<file path="src/rtl/hfu_pkg.sv">
`timescale 1ns/100ps
package hfu_pkg;

   typedef enum logic [1:0] {
      MODE_NONE = 2'b00,
      MODE_FULL = 2'b01,
      MODE_ALU  = 2'b10,
      MODE_RSVD = 2'b11
   } hfu_mode_e;

   typedef enum logic [1:0] {
      SEL_RF    = 2'b00,
      SEL_EXMEM = 2'b01,
      SEL_MEMWB = 2'b10
   } hfu_sel_e;

   localparam int unsigned HFU_NUM_OPND = 2;

endpackage

</file>
<file path="src/rtl/hfu_match.sv">
`timescale 1ns/100ps
module hfu_match #(
   parameter int unsigned AW = 5
) (
   input  logic [AW-1:0] src_i,
   input  logic          use_i,
   input  logic [AW-1:0] prod_rd_i,
   input  logic          prod_wr_i,
   output logic          hit_o
);

   logic src_live;

   // register zero is hard-wired and never a real dependence
   assign src_live = use_i && (src_i != '0);
   assign hit_o    = src_live && prod_wr_i && (prod_rd_i == src_i);

endmodule

</file>
<file path="src/rtl/hfu_policy.sv">
`timescale 1ns/100ps
module hfu_policy
   import hfu_pkg::*;
#(
   parameter bit RF_WRITE_THROUGH = 1'b1
) (
   input  logic      clk_i,
   input  logic      rst_ni,
   input  hfu_mode_e mode_i,
   input  logic      ex_hit_i,
   input  logic      ex_load_i,
   input  logic      mem_hit_i,
   input  logic      wb_hit_i,
   output logic      stall_o,
   output hfu_sel_e  sel_o
);

   always_comb begin
      stall_o = 1'b0;
      sel_o   = SEL_RF;
      unique case (mode_i)
         MODE_FULL: begin
            if (ex_hit_i) begin
               if (ex_load_i) stall_o = 1'b1;
               else           sel_o   = SEL_EXMEM;
            end else if (mem_hit_i) begin
               sel_o = SEL_MEMWB;
            end else if (wb_hit_i) begin
               stall_o = 1'b1;
            end
         end
         MODE_ALU: begin
            if (ex_hit_i) begin
               if (ex_load_i) stall_o = 1'b1;
               else           sel_o   = SEL_EXMEM;
            end else if (mem_hit_i || wb_hit_i) begin
               stall_o = 1'b1;
            end
         end
         default: begin
            stall_o = ex_hit_i || mem_hit_i || wb_hit_i;
         end
      endcase
   end

   // ALU-to-ALU mode has no path from the memory/write-back register
   p_alu_no_memwb_r7: assert property (@(posedge clk_i) disable iff (!rst_ni)
      (mode_i == MODE_ALU) |-> (sel_o != SEL_MEMWB));

   // no bypass can be chosen without a producer in a bypassable stage
   p_sel_needs_hit_r1: assert property (@(posedge clk_i) disable iff (!rst_ni)
      (!ex_hit_i && !mem_hit_i) |-> (sel_o == SEL_RF));

   if (RF_WRITE_THROUGH) begin : g_wt_chk
      p_wb_never_stalls_r3: assert property (@(posedge clk_i) disable iff (!rst_ni)
         (!ex_hit_i && !mem_hit_i) |-> !stall_o);
   end

endmodule

</file>
<file path="src/rtl/hazard_fwd_unit.sv">
`timescale 1ns/100ps
module hazard_fwd_unit
   import hfu_pkg::*;
#(
   parameter int unsigned REG_AW           = 5,
   parameter bit          RF_WRITE_THROUGH = 1'b1
) (
   input  logic              clk_i,
   input  logic              rst_ni,
   input  logic [1:0]        mode_i,
   input  logic [REG_AW-1:0] id_src_a_i,
   input  logic              id_use_a_i,
   input  logic [REG_AW-1:0] id_src_b_i,
   input  logic              id_use_b_i,
   input  logic [REG_AW-1:0] ex_rd_i,
   input  logic              ex_wr_i,
   input  logic              ex_load_i,
   input  logic [REG_AW-1:0] mem_rd_i,
   input  logic              mem_wr_i,
   input  logic [REG_AW-1:0] wb_rd_i,
   input  logic              wb_wr_i,
   output logic              stall_o,
   output logic [1:0]        fwd_a_o,
   output logic [1:0]        fwd_b_o
);

   localparam int unsigned NOPND = HFU_NUM_OPND;

   if (REG_AW < 1 || REG_AW > 8) begin : g_bad_aw
      $error("hazard_fwd_unit: REG_AW out of range");
   end

   hfu_mode_e          mode;
   logic [REG_AW-1:0]  src   [NOPND];
   logic               use_s [NOPND];
   logic [NOPND-1:0]   ex_hit;
   logic [NOPND-1:0]   mem_hit;
   logic [NOPND-1:0]   wb_hit;
   logic [NOPND-1:0]   stall_req;
   hfu_sel_e           sel   [NOPND];

   assign mode     = hfu_mode_e'(mode_i);
   assign src[0]   = id_src_a_i;
   assign src[1]   = id_src_b_i;
   assign use_s[0] = id_use_a_i;
   assign use_s[1] = id_use_b_i;

   for (genvar g = 0; g < NOPND; g++) begin : g_opnd
      hfu_match #(.AW(REG_AW)) u_ex (
         .src_i     (src[g]),
         .use_i     (use_s[g]),
         .prod_rd_i (ex_rd_i),
         .prod_wr_i (ex_wr_i),
         .hit_o     (ex_hit[g])
      );
      hfu_match #(.AW(REG_AW)) u_mem (
         .src_i     (src[g]),
         .use_i     (use_s[g]),
         .prod_rd_i (mem_rd_i),
         .prod_wr_i (mem_wr_i),
         .hit_o     (mem_hit[g])
      );
      if (RF_WRITE_THROUGH) begin : g_wt
         assign wb_hit[g] = 1'b0;
      end else begin : g_nwt
         hfu_match #(.AW(REG_AW)) u_wb (
            .src_i     (src[g]),
            .use_i     (use_s[g]),
            .prod_rd_i (wb_rd_i),
            .prod_wr_i (wb_wr_i),
            .hit_o     (wb_hit[g])
         );
      end
      hfu_policy #(.RF_WRITE_THROUGH(RF_WRITE_THROUGH)) u_pol (
         .clk_i     (clk_i),
         .rst_ni    (rst_ni),
         .mode_i    (mode),
         .ex_hit_i  (ex_hit[g]),
         .ex_load_i (ex_load_i),
         .mem_hit_i (mem_hit[g]),
         .wb_hit_i  (wb_hit[g]),
         .stall_o   (stall_req[g]),
         .sel_o     (sel[g])
      );
   end

   // a stall on either operand freezes the whole instruction
   assign stall_o = |stall_req;
   assign fwd_a_o = stall_o ? SEL_RF : sel[0];
   assign fwd_b_o = stall_o ? SEL_RF : sel[1];

   // ---------------- properties ----------------
   p_quiet_unused_r1: assert property (@(posedge clk_i) disable iff (!rst_ni)
      ((!id_use_a_i || id_src_a_i == '0) && (!id_use_b_i || id_src_b_i == '0))
      |-> (!stall_o && fwd_a_o == 2'b00 && fwd_b_o == 2'b00));

   p_none_mode_rf_r2: assert property (@(posedge clk_i) disable iff (!rst_ni)
      (mode_i == 2'b00 || mode_i == 2'b11) |-> (fwd_a_o == 2'b00 && fwd_b_o == 2'b00));

   p_exmem_src_ok_r4: assert property (@(posedge clk_i) disable iff (!rst_ni)
      (fwd_a_o == 2'b01) |-> (ex_wr_i && !ex_load_i && ex_rd_i == id_src_a_i));

   p_load_use_stall_r5: assert property (@(posedge clk_i) disable iff (!rst_ni)
      ((mode_i == 2'b01 || mode_i == 2'b10) && id_use_a_i && id_src_a_i != '0
       && ex_wr_i && ex_load_i && ex_rd_i == id_src_a_i) |-> stall_o);

   p_stall_clears_sel_r10: assert property (@(posedge clk_i) disable iff (!rst_ni)
      stall_o |-> (fwd_a_o == 2'b00 && fwd_b_o == 2'b00));

   if (RF_WRITE_THROUGH) begin : g_wb_chk
      p_wb_quiet_r3: assert property (@(posedge clk_i) disable iff (!rst_ni)
         (wb_wr_i && wb_rd_i != '0
          && !(ex_wr_i  && ((id_use_a_i && ex_rd_i  == id_src_a_i) || (id_use_b_i && ex_rd_i  == id_src_b_i)))
          && !(mem_wr_i && ((id_use_a_i && mem_rd_i == id_src_a_i) || (id_use_b_i && mem_rd_i == id_src_b_i))))
         |-> !stall_o);
   end

endmodule

</file>
<file path="config.mk">
export PLATFORM = sky130hd
export DESIGN_NAME = hazard_fwd_unit
export DESIGN_NICKNAME = d
export VERILOG_FILES = /design/src/rtl/hfu_pkg.sv /design/src/rtl/hfu_match.sv /design/src/rtl/hfu_policy.sv /design/src/rtl/hazard_fwd_unit.sv
export SDC_FILE = /design/constraint.sdc
export NUM_CORES = 1
export LEC_CHECK = 0
export ABC_AREA = 0
export BUFFER_PORTS_ARGS = -buffer_cell sky130_fd_sc_hd__buf_4
export CAP_MARGIN = 0
export CORE_AREA = 2 2 39 41
export DETAILED_ROUTE_END_ITERATION = 6
export DIE_AREA = 0 0 41 43
export GPL_ROUTABILITY_DRIVEN = 0
export PLACE_DENSITY = 0.74
export SYNTH_ARGS = -nofsm -noshare
export SYNTH_HDL_FRONTEND = slang
export SYNTH_SLANG_ARGS = --single-unit
export TNS_END_PERCENT = 5
</file>
<file path="constraint.sdc">
create_clock -name vclk -period 1.7
set_input_delay 0 -clock vclk [all_inputs]
set_output_delay 0 -clock vclk [all_outputs]
set_load 0.01 [all_outputs]
</file>
==> summary by stage <==
Status
The run finished with clean final reports.

Clocking
The quantity of gates resized following cts is 0. In this run, post-CTS hold repair placed 0 buffers. In this run the post-CTS setup repair buffer count came out at 0.

Cells and area
The count of filler cells inserted in the layout is 139. Leaving out fill and tap cells, the most frequent cells in the layout are sky130_fd_sc_hd__buf_4, sky130_fd_sc_hd__xnor2_1, sky130_fd_sc_hd__xor2_1. The total number of nets in the final design is 130. The number of antenna diodes in the final layout is 0. In the final layout, the multi-input gates occupy 445 µm². There are 0 flip-flops and latches.

The share of post-route cells with drive strength above 1 is between 40% and 50%. The non-filler instance count after layout is between 100 and 150. After layout, the clock buffer instance count stands at 0.

The layout overhead on the synthesized area is 59.1%. The library cell used most frequently in the layout, excluding fill and tap cells, is sky130_fd_sc_hd__buf_4. Summing all flip-flop and latch instances after layout gives 0 µm².

Global route
The wire length of the first global-routing pass is 2110 µm. The initial antenna violation count is 0. Entering global routing, the biggest net connects 6 pins. The number of global-route vias before repair is 555. For this run the aggregate overflow at the end of global routing stands at 0.

The all-layer global routing usage is 16.2%.

Synthesis
The total of warnings raised by yosys is 0. The number of nets handed over by synthesis was 95. Synthesis handed over a netlist of 58 instances.

Sorting the synthesized cells by area gives the leading types as sky130_fd_sc_hd__xnor2_1, sky130_fd_sc_hd__xor2_1, sky130_fd_sc_hd__ha_1, sky130_fd_sc_hd__nor4b_4, sky130_fd_sc_hd__nand2_1. The number of library cell types mapped by synthesis is 23. A synthesized cell averages just under 8 µm². The fraction of synthesized cell area taken by the top area cell type is a little under a quarter. The synthesized netlist occupies a cell area of ~450 µm². Of all cell types, the one taking the most synthesized area is sky130_fd_sc_hd__xnor2_1. The share of the Yosys chip area taken by registers is 0%.

Power
The leakage dissipation is 0.299 nW. The switching fraction of total power is 45.8%. The net switching power is between 0.06 and 0.07 mW. Dividing total power by cell area gives a power density of 207 nW/µm².

The design internal power is 0.0810 mW. Per report_power, the sequential group accounts for 0% of the total. Of the total power, combinational logic draws between 90% and 100%.

Per report_power, the clock group accounts for 0% of the total. IR analysis of the VDD net gives a maximum drop of around 0.11 mV.

Timing
The routed design could run at a clock period as short as 1.49 ns. The final critical path takes up 87.6% of the cycle. In the post-route analysis, the smallest setup slack over all paths is 0.211 ns.

The hold violation count in the final report came to 0. The final-report max-slew violation count is 0. The setup TNS is 0 ns. Setup repair after global routing left no endpoint under its margin. Measured against its own limit, the worst slew margin works out to 79.2%. For the pin with the worst max-slew slack, the measured transition is 0.311 ns. The number of endpoints failing setup at the final stage is 0. Static timing analysis puts the maximum clock frequency at ~670 MHz.

Detailed routing
In the routed layout, each cell is associated on average with a via count of just over 5. Summed over all nets, wire length on met3 after detailed routing comes to 99 µm. In this run the remaining antenna-violating nets after routing total 0. Dividing the detail-routed wire length by the instance count gives approximately 12 µm. Signal routing reaches up to met3. Summed over all layers, the routed wires come to approximately 1300 µm. The routed design uses ~680 µm of met2 wire.

Before antenna repair, the detailed router went through 3 iterations. The initial DRC count is 7. For this block, wires on met1 add up to between 400 and 500 µm. The detailed router placed 546 vias in this run. In the routed design, unresolved DRC markers number 0.

Critical path
The data arrival time of the worst path is 1.49 ns. STA classifies the critical path startpoint as a primary input. By startpoint and endpoint, the worst setup path is classified as in -> out.

The start point of the critical path is id_src_a_i[2]. The endpoint type of the worst setup path is an output pin. Along the worst path, the maximum fanout reaches 4. Data on the critical path is required at its endpoint by 1.70 ns.

Placement
The count of buffers added on input and output ports is 32. The worst slack after detailed placement is a little over 0.2 ns. The post-DP HPWL is 1180 µm. The instance count after placement with tap cells included is 107.

Floorplan
The width of the chip is roughly 41 µm. 40 I/O pins were placed. The floorplan step defined a die boundary enclosing 1760 µm². The area inside the core boundary is 1380 µm².

Once the floorplan was initialized, standard cells occupied 32.7% of the core. The die extent in y is approximately 43 µm. After floorplanning, the core was divided into 14 placement rows.

Run
The tool flagged a number of max-cap violations equal to 0.

Hold path
In this run the most critical hold path is launched from ex_load_i. The worst hold-check path type is in -> out.
==> power by group through the flow <==
| stage | logic, mW | registers, mW | clock network, mW |
|---|---|---|---|
| detailed placement | 0.150 | 0 | 0 |
| CTS | 0.150 | 0 | 0 |
| finish | 0.149 | 0 | 0 |
| floorplan | 0.0676 | 0 | 0 |
| global placement | 0.146 | 0 | 0 |
| global route | 0.164 | 0 | 0 |
==> cells in the mapped netlist, drive strengths merged <==
cell type	count
xnor2	12
xor2	8
nand2	6
nor3	4
nand4	3
nor2	3
nor4	3
o211ai	3
ha	2
inv	2
o21ai	2
a2111o	1
a2111oi	1
a21oi	1
and4	1
mux2	1
nand3	1
nor4b	1
o21a	1
or2	1
or4	1
==> final timing paths <==
path                      to  slack (ns)  depth (start not counted)
setup / recovery  fwd_b_o[1]        0.21                          6
hold / removal    fwd_b_o[1]        0.31                          3
==> cell families (layout without fill, tap and decap cells) <==
family,Yosys count,in the layout,share of synthesized area [%]
XOR/XNOR,20,20,38.7
multiplexers,1,1,2.49
AND/OR/NAND/NOR,24,24,33.4
adder cells (fa/ha/maj),2,2,5.52
AO/OA/AOI/OAI,9,9,18.2
buffers and inverters,2,35,1.66
==> per-stage QoR <==
step	util (%)	power, mW	cell area (µm²)	hold WS (ns)
detailed placement	52.1	0.150	721	0.311
global placement	52.1	0.146	721	0.309
floorplan	-	0.0676	453	0.0598
CTS	52.1	0.150	721	0.312
global route	52.1	0.164	721	0.328
finish	52.1	0.149	721	0.312
==> worst max-delay path, stage by stage <==
cell and delay, ns:
sky130_fd_sc_hd__buf_4 0.13, sky130_fd_sc_hd__or4_4 0.54, sky130_fd_sc_hd__o21ai_4 0.18, sky130_fd_sc_hd__nor3_2 0.08, sky130_fd_sc_hd__a2111oi_2 0.38, sky130_fd_sc_hd__buf_4 0.18
==> layout make-up <==
type / count / share of cell area (%)
Multi-Input combinational cell: 56 / 61.8
Inverter: 2 / 1.04
Tap cell: 16 / 2.78
Timing Repair Buffer: 33 / 34.4
==> layer usage <==
metal,up-vias,GRT usage [%]
met3,0,0
met2,26,31.9
met4,0,0
met1,241,19.0
li1,279,-
met5,-,0
Power figures use the tool's default switching activity.
